[src/rtl/mmuw_pkg.sv]
package mmuw_pkg;

    localparam int DATA_W = 32;
    localparam int OFF_W  = 8;
    localparam int PID_W  = 8;
    localparam int IDX_W  = 6;
    localparam int NREG   = 6;

    typedef enum logic [2:0] {
        OFF_ZONE = 3'd0,
        OFF_PID  = 3'd1,
        OFF_IDX  = 3'd2,
        OFF_LO   = 3'd3,
        OFF_HIA  = 3'd4,
        OFF_HIB  = 3'd5
    } reg_off_e;

    typedef enum logic {
        ST_IDLE   = 1'b0,
        ST_COMMIT = 1'b1
    } commit_st_e;

endpackage

[src/rtl/mmuw_decode.sv]
module mmuw_decode #(
    parameter int OFF_W = 8,
    parameter int NREG  = 6
) (
    input  logic             clk,
    input  logic             rst_n,
    input  logic             wr,
    input  logic [OFF_W-1:0] off,
    output logic [NREG-1:0]  sel
);

    for (genvar g = 0; g < NREG; g++) begin : g_sel
        assign sel[g] = wr && (off == OFF_W'(g));
    end

    // At most one register is selected in any cycle.
    a_r2_onehot_sel: assert property (@(posedge clk) disable iff (!rst_n)
        $onehot0(sel));

    // An offset outside the register bank selects nothing.
    a_r3_out_of_range: assert property (@(posedge clk) disable iff (!rst_n)
        (wr && (off >= OFF_W'(NREG))) |-> (sel == '0));

endmodule

[src/rtl/mmuw_field.sv]
module mmuw_field #(
    parameter int W = 32
) (
    input  logic         clk,
    input  logic         rst_n,
    input  logic         en,
    input  logic [W-1:0] d,
    output logic [W-1:0] q
);

    always_ff @(posedge clk or negedge rst_n) begin
        if (!rst_n)
            q <= '0;
        else if (en)
            q <= d;
    end

    // A register changes only on a clock edge where it is selected.
    a_r4_hold: assert property (@(posedge clk) disable iff (!rst_n)
        !en |=> $stable(q));

endmodule

[src/rtl/mmuw_commit_fsm.sv]
module mmuw_commit_fsm
    import mmuw_pkg::*;
#(
    parameter int W = 32
) (
    input  logic         clk,
    input  logic         rst_n,
    input  logic         lo_sel,
    input  logic [W-1:0] wdata,
    input  logic [W-1:0] lo_q,
    output logic         l2_wr_en
);

    commit_st_e state, state_nx;
    logic       lo_wr_chg;

    assign lo_wr_chg = lo_sel && (wdata != lo_q);

    always_comb begin
        state_nx = state;
        unique case (state)
            ST_IDLE:   if (lo_wr_chg) state_nx = ST_COMMIT;
            ST_COMMIT: state_nx = lo_wr_chg ? ST_COMMIT : ST_IDLE;
            default:   state_nx = ST_IDLE;
        endcase
    end

    always_ff @(posedge clk or negedge rst_n) begin
        if (!rst_n)
            state <= ST_IDLE;
        else
            state <= state_nx;
    end

    always_comb begin
        l2_wr_en = 1'b0;
        unique case (state)
            ST_IDLE:   l2_wr_en = 1'b0;
            ST_COMMIT: l2_wr_en = 1'b1;
            default:   l2_wr_en = 1'b0;
        endcase
    end

    // A changed low-word write is followed by the enable.
    a_r5_commit: assert property (@(posedge clk) disable iff (!rst_n)
        lo_wr_chg |=> l2_wr_en);

    // The enable appears only after a changed low-word write.
    a_r6_no_spurious: assert property (@(posedge clk) disable iff (!rst_n)
        l2_wr_en |-> $past(lo_wr_chg));

    // The low word holds its new value while the enable is high.
    a_r5_lo_loaded: assert property (@(posedge clk) disable iff (!rst_n)
        lo_wr_chg |=> (lo_q == $past(wdata)));

endmodule

[src/rtl/mmuw_cfg_wrap.sv]
module mmuw_cfg_wrap
    import mmuw_pkg::*;
(
    input  logic              clk,
    input  logic              rst_n,
    input  logic [OFF_W-1:0]  bus_off,
    input  logic [DATA_W-1:0] bus_wdata,
    input  logic              bus_wr,
    input  logic              bus_rd,
    input  logic              cpu_user_bit,
    input  logic              xl_noaccess,
    input  logic              xl_guarded,
    input  logic              xl_imiss,
    input  logic              xl_dmiss,
    input  logic              core_imiss_raw,
    input  logic              core_dmiss_raw,
    output logic [DATA_W-1:0] zone_prot,
    output logic [PID_W-1:0]  proc_id,
    output logic [IDX_W-1:0]  entry_idx,
    output logic [DATA_W-1:0] entry_lo,
    output logic [DATA_W-1:0] entry_hi_a,
    output logic [DATA_W-1:0] entry_hi_b,
    output logic              l2_wr_en,
    output logic              irel_en,
    output logic              drel_en,
    output logic              user_mode,
    output logic [1:0]        ext_irq,
    output logic              core_imiss,
    output logic              core_dmiss
);

    logic [NREG-1:0] sel;

    mmuw_decode #(.OFF_W(OFF_W), .NREG(NREG)) u_dec (
        .clk(clk), .rst_n(rst_n), .wr(bus_wr), .off(bus_off), .sel(sel)
    );

    mmuw_field #(.W(DATA_W)) u_zone (
        .clk(clk), .rst_n(rst_n), .en(sel[OFF_ZONE]),
        .d(bus_wdata), .q(zone_prot)
    );

    mmuw_field #(.W(PID_W)) u_pid (
        .clk(clk), .rst_n(rst_n), .en(sel[OFF_PID]),
        .d(bus_wdata[PID_W-1:0]), .q(proc_id)
    );

    mmuw_field #(.W(IDX_W)) u_idx (
        .clk(clk), .rst_n(rst_n), .en(sel[OFF_IDX]),
        .d(bus_wdata[IDX_W-1:0]), .q(entry_idx)
    );

    mmuw_field #(.W(DATA_W)) u_lo (
        .clk(clk), .rst_n(rst_n), .en(sel[OFF_LO]),
        .d(bus_wdata), .q(entry_lo)
    );

    mmuw_field #(.W(DATA_W)) u_hia (
        .clk(clk), .rst_n(rst_n), .en(sel[OFF_HIA]),
        .d(bus_wdata), .q(entry_hi_a)
    );

    mmuw_field #(.W(DATA_W)) u_hib (
        .clk(clk), .rst_n(rst_n), .en(sel[OFF_HIB]),
        .d(bus_wdata), .q(entry_hi_b)
    );

    mmuw_commit_fsm #(.W(DATA_W)) u_fsm (
        .clk(clk), .rst_n(rst_n), .lo_sel(sel[OFF_LO]),
        .wdata(bus_wdata), .lo_q(entry_lo), .l2_wr_en(l2_wr_en)
    );

    always_comb begin
        irel_en    = bus_rd;
        drel_en    = bus_rd;
        user_mode  = cpu_user_bit;
        ext_irq    = {xl_guarded, xl_noaccess};
        core_imiss = core_imiss_raw | xl_imiss;
        core_dmiss = core_dmiss_raw | xl_dmiss;
    end

    // The peripheral strobes are mutually exclusive.
    a_r7_strobe_excl: assert property (@(posedge clk) disable iff (!rst_n)
        !(bus_rd && bus_wr));

    // No register moves during a read-only cycle.
    a_r4_read_quiet: assert property (@(posedge clk) disable iff (!rst_n)
        (bus_rd && !bus_wr) |=> ($stable(entry_lo) && $stable(zone_prot) && !l2_wr_en));

endmodule

[config.mk]
export PLATFORM = sky130hd
export DESIGN_NAME = mmuw_cfg_wrap
export DESIGN_NICKNAME = d
export VERILOG_FILES = /design/src/rtl/mmuw_pkg.sv /design/src/rtl/mmuw_decode.sv /design/src/rtl/mmuw_field.sv /design/src/rtl/mmuw_commit_fsm.sv /design/src/rtl/mmuw_cfg_wrap.sv
export SDC_FILE = /design/constraint.sdc
export NUM_CORES = 1
export LEC_CHECK = 0
export BUFFER_PORTS_ARGS = -buffer_cell sky130_fd_sc_hd__clkbuf_2
export CAP_MARGIN = 20
export CORE_MARGIN = 8
export CORE_UTILIZATION = 49
export CTS_BUF_LIST = sky130_fd_sc_hd__clkbuf_4 sky130_fd_sc_hd__clkbuf_8
export DETAILED_ROUTE_END_ITERATION = 7
export PLACE_DENSITY = 0.78
export SLEW_MARGIN = 40
export SYNTH_ARGS = -nofsm -noshare
export SYNTH_HDL_FRONTEND = slang
export SYNTH_SLANG_ARGS = --single-unit
[constraint.sdc]
create_clock -name clk -period 1.38 [get_ports clk]
set_clock_uncertainty 0.1 [all_clocks]
set_input_delay 0.276 -clock clk [delete_from_list [all_inputs] [get_ports clk]]
set_output_delay 0.276 -clock clk [all_outputs]
set_load 0.05 [all_outputs]
==> results of run 1 <==
[cells by family after synthesis]
family,synth area share (%)
XOR/XNOR,4.823
multiplexers,27.52
buffers and inverters,2.605
flip-flops,61.58
AND/OR/NAND/NOR,3.381
AO/OA/AOI/OAI,0.08605
[cell usage after synthesis (all sizes together)]
library cell and n:
nor4 4, or4 1, clkbuf 5, nor4b 2, buf 15, nand4 9, nand3 1, nor2 1
nor3b 1, or2 2, nand4b 1, mux2 142, dfrtp 143, xnor2 32, nand3b 1, a21oi 1
[per-stage QoR]
step           hold WS [ns]  utilization, %
2_1_floorplan       -0.1196               -
3_3_place_gp        0.05087           65.02
4_1_cts             0.01085           88.49
3_5_place_dp        0.05585           65.02
[repair_timing]
action	4_1_cts
resized for setup	373
endpoints found under the hold margin	143
endpoints found under the setup margin	248
gates cloned	2
setup buffers	53
pin swaps	6
hold buffers	1
==> flow_summary.toml, run 1 <==
[status]
status = "did not finish"
error = "[ERROR DPL-0033] detailed placement checks failed during check placement."
lastStage = "5_1_grt"

[floorplanning]
initial_core_util_pct = 50.46
die_h_um = 124.9
fp-row-count = 39
pin_count = 201
die_w_um = 124.9

[placed_design]
place.gp.congestion = 0.7669
dp.cells = 744
dpl-instance-area_um2 = 7487
port_buffers = 191
pre_cts_slack_ns = -0.8036
place_hpwl_um = 11710

[timing]
endpoint_type = "sequential cell input"
crit_endpoint = "u_hib.q[0]$_DFFE_PN0P_/D"

[global_route]
antenna_found_initial = 0
grt_max_degree = 36

[logic_synthesis]
synth_fp_nets = 412
yosys.area.top_type = "dfrtp_1"
synth_cell_types = 20
yosysSeqAreaShare_pct = 61.58
ys_seq_elements = 143
synth_area_per_cell_um2 = 16.10
yosys-top-cells-area = "dfrtp_1 62%, mux2_2 27%, xnor2_1 4.8%"
netlist.area_leader.share_pct = 61.58
netlist_instances = 361
yosysWarningCount = 0
syn-cell-area_um2 = 5811

[cts]
clk_path_buf_depth = 2
cts.sinks = 143
numCtsBuffers = 17
root_buffer = "clkbuf_8"
htree_num_levels = 4
==> run 2, diff against run 1 <==
Settings changed: CORE_UTILIZATION 49 to 34, CTS_BUF_LIST sky130_fd_sc_hd__clkbuf_4 sky130_fd_sc_hd__clkbuf_8 to not set, PLACE_DENSITY 0.78 to not set, PLACE_DENSITY_LB_ADDON set to 0.15.
==> run 2 against run 1 <==
  * The flow now finishes, with violations (setup timing)
  * Area after synthesis unchanged
  * Synthesized cell count did not move
==> flow_summary.toml, run 2 <==
[cts]
clk_pin_slew_worst_paths_ns = 0.06
cts.sinks = 143
htree_num_levels = 4
cts_tree = "yes"
clk_path_buf_depth = 2
numCtsBuffers = 17
clock_latency_ns = 0.42
root_buffer = "clkbuf_16"

[layout]
layout_common_cells = "119 x dfrtp_1, 115 x buf_8, 106 x mux2_2"
syn2layout_area_growth_pct = 86.91
drive_above_1_share_pct = 77.34
final_area_um2 = 10860
utilization_pct = 63.90
nNetsFinal = 731
area.sequential_um2 = 3608
final_cells = 919
multi_input_area_um2 = 2354
layout_commonest_cell = "dfrtp_1"
nFillCells = 1168

[logic_synthesis]
netlist.area_leader.share_pct = 61.58
synth-main-ff-cell = "dfrtp_1"
yosys.area_share.simple_pct = 3.381
yosysMostFrequentCell = "dfrtp_1"
yosysWarningCount = 0
synthXorXnorAreaFrac_pct = 4.823
synthMuxAreaShare_pct = 27.52
ys_seq_elements = 143
synth_area_per_cell_um2 = 16.10
synth_compound_area_share_pct = 0.08613
yosys.area.top_type = "dfrtp_1"
async_reset_ff_share_pct = 100.0
synth_top_family_by_area = "multiplexers"
synth-edff-count = 0
yosysSeqAreaShare_pct = 61.58
yosys.area_share.adder_pct = 0
synth_fp_nets = 412
netlist_instances = 361
yosys-top-cells-count = "143 x dfrtp_1, 138 x mux2_2, 32 x xnor2_1"
yosys-top-cells-area = "dfrtp_1 62%, mux2_2 27%, xnor2_1 4.8%"
synth_cell_types = 20
syn-cell-area_um2 = 5811

[timing]
drv_slew = 0
final-hold-violation-count = 0
period_share_pct = 127.5
final-setup-viol-count = 172
worst_pin_slew_ns = 0.3281
min_period_ns = 1.759
holdWs_ns = 0.08845
rsz0062_at_grt = "true"
final.setup.worst_slack_ns = -0.3789
relSlewSlack_pct = 78.13
fmax_mhz = 568.5
fin_setup_tns_ns = -35.34

[setup_path]
cp_slowest_stage_delay_ns = 0.60
crit_family = "simple AND/OR/NAND/NOR gates"
path_buf_inv = 2
cp_cell_sequence = "buf_6 -> or4_4 -> nor4b_4 -> buf_12 -> mux2_2"
critPathMaxFanout = 32
crit_type = "primary input to flip-flop"
r2r_start = "u_lo.q[11]"
end_kind = "flip-flop"
critPathSlowestCell = "or4_4"
crit_arrival_ns = 1.96
crit_path_start_kind = "primary input"
timing.critical_path.from = "bus_off[7]"
crit_required_ns = 1.58

[floorplanning]
pin_count = 201
die_w_um = 146.7
core_um2 = 17000
die_h_um = 146.7
die-area_um2 = 21530
initial_core_util_pct = 34.19
fp-row-count = 48

[route]
drt_iter0_drc = 121
vias = 4292
wire_per_inst_um = 21.44
antenna_left = 0
route.detailed.drc = 0
viasPerCell = 4.670
drtPass1Iterations = 5
drt-total-wl_um = 19700

[power_and_ir_drop]
p_leak_nw = 5.292
p_per_area_nw_per_um2 = 1088
ir_worst_vdd_v = 0.0008251

[worst_hold_path]
worstHoldStart = "bus_wdata[28]"
min_path_type = "primary input to flip-flop"

[placed_design]
port_buffers = 191
place_hpwl_um = 12760
place.gp.congestion = 0.7688
dp.cells = 839
dpl-instance-area_um2 = 7650

[status]
status = "finished, violations left"
violations = "setup timing"

[global_route]
grt_max_degree = 36
grt_pass1_vias = 4924
antenna_found_initial = 1
grt-ovfl-total = 0
grt_pass1_wl_um = 29730
grt.total_usage_pct = 17.96

[job]
drv_cap = 0
## run 2: cell counts after synthesis
No cell type changed its count.
## run 2: final timing paths
path	end	slack (ns)	cells after the start
worst max-delay path	u_hib.q[23]	-0.38	5
worst max register to register	u_fsm.state	-0.06	4
worst min-delay path	u_hia.q[28]	0.09	2
worst min register to register	u_zone.q[7]	0.44	1
min in group asynchronous	u_zone.q[6]	0.21	2
max in group asynchronous	u_hia.q[13]	0.44	3
## run 2: kinds of logic after synthesis
kind of cell | after synthesis
and+or+nand+nor | 23
AOI/OAI and AO/OA | 1
DFF | 143
muxes | 142
buffers and inverters | 20
xor gates and xnor gates | 32
## run 2: cell type report
type | count | share of cell area [%]
Timing Repair Buffer | 320 | 36.73
Sequential cell | 143 | 33.23
Multi-Input combinational cell | 198 | 21.67
Clock buffer | 20 | 4.297
Tap cell | 225 | 2.592
Clock inverter | 12 | 1.463
Antenna cell | 1 | 0.02304
## run 2: routing by layer
metal / global-route usage (%) / vias to the layer above / routed length, um
li1: - / 1918 / -
met1: 20.87 / 2215 / 7758
met2: 30.23 / 133 / 10200
met3: 5.721 / 26 / 1309
met4: 7.110 / 0 / 429
met5: 0 / - / 0
## run 2: per-stage QoR
| stage | total power [mW] | setup slack, ns |
|---|---|---|
| 6_report | 11.82 | -0.3789 |
| 5_1_grt | 12.21 | -0.3791 |
| 4_1_cts | 11.69 | -0.3315 |
| 3_5_place_dp | 6.326 | -0.7772 |
| 3_3_place_gp | 6.303 | -0.7444 |
| 2_1_floorplan | 5.629 | -0.6563 |
## run 2: timing repair
action                                 4_1_cts  5_1_grt
setup buffers                               16       31
setup endpoints to repair                  248      280
endpoints found under the hold margin      132        0
cloned                                       3        2
pin swaps                                    1       10
hold buffers                                 1        0
resized for setup                          400      134
## run 2: report_power, final
group | internal, mW | switching (mW) | leakage, nW
registers | 4.40 | 0.201 | 1.93
clock network | 3.00 | 1.82 | 0.303
logic | 1.15 | 1.25 | 3.06
Power figures use the tool's default switching activity.
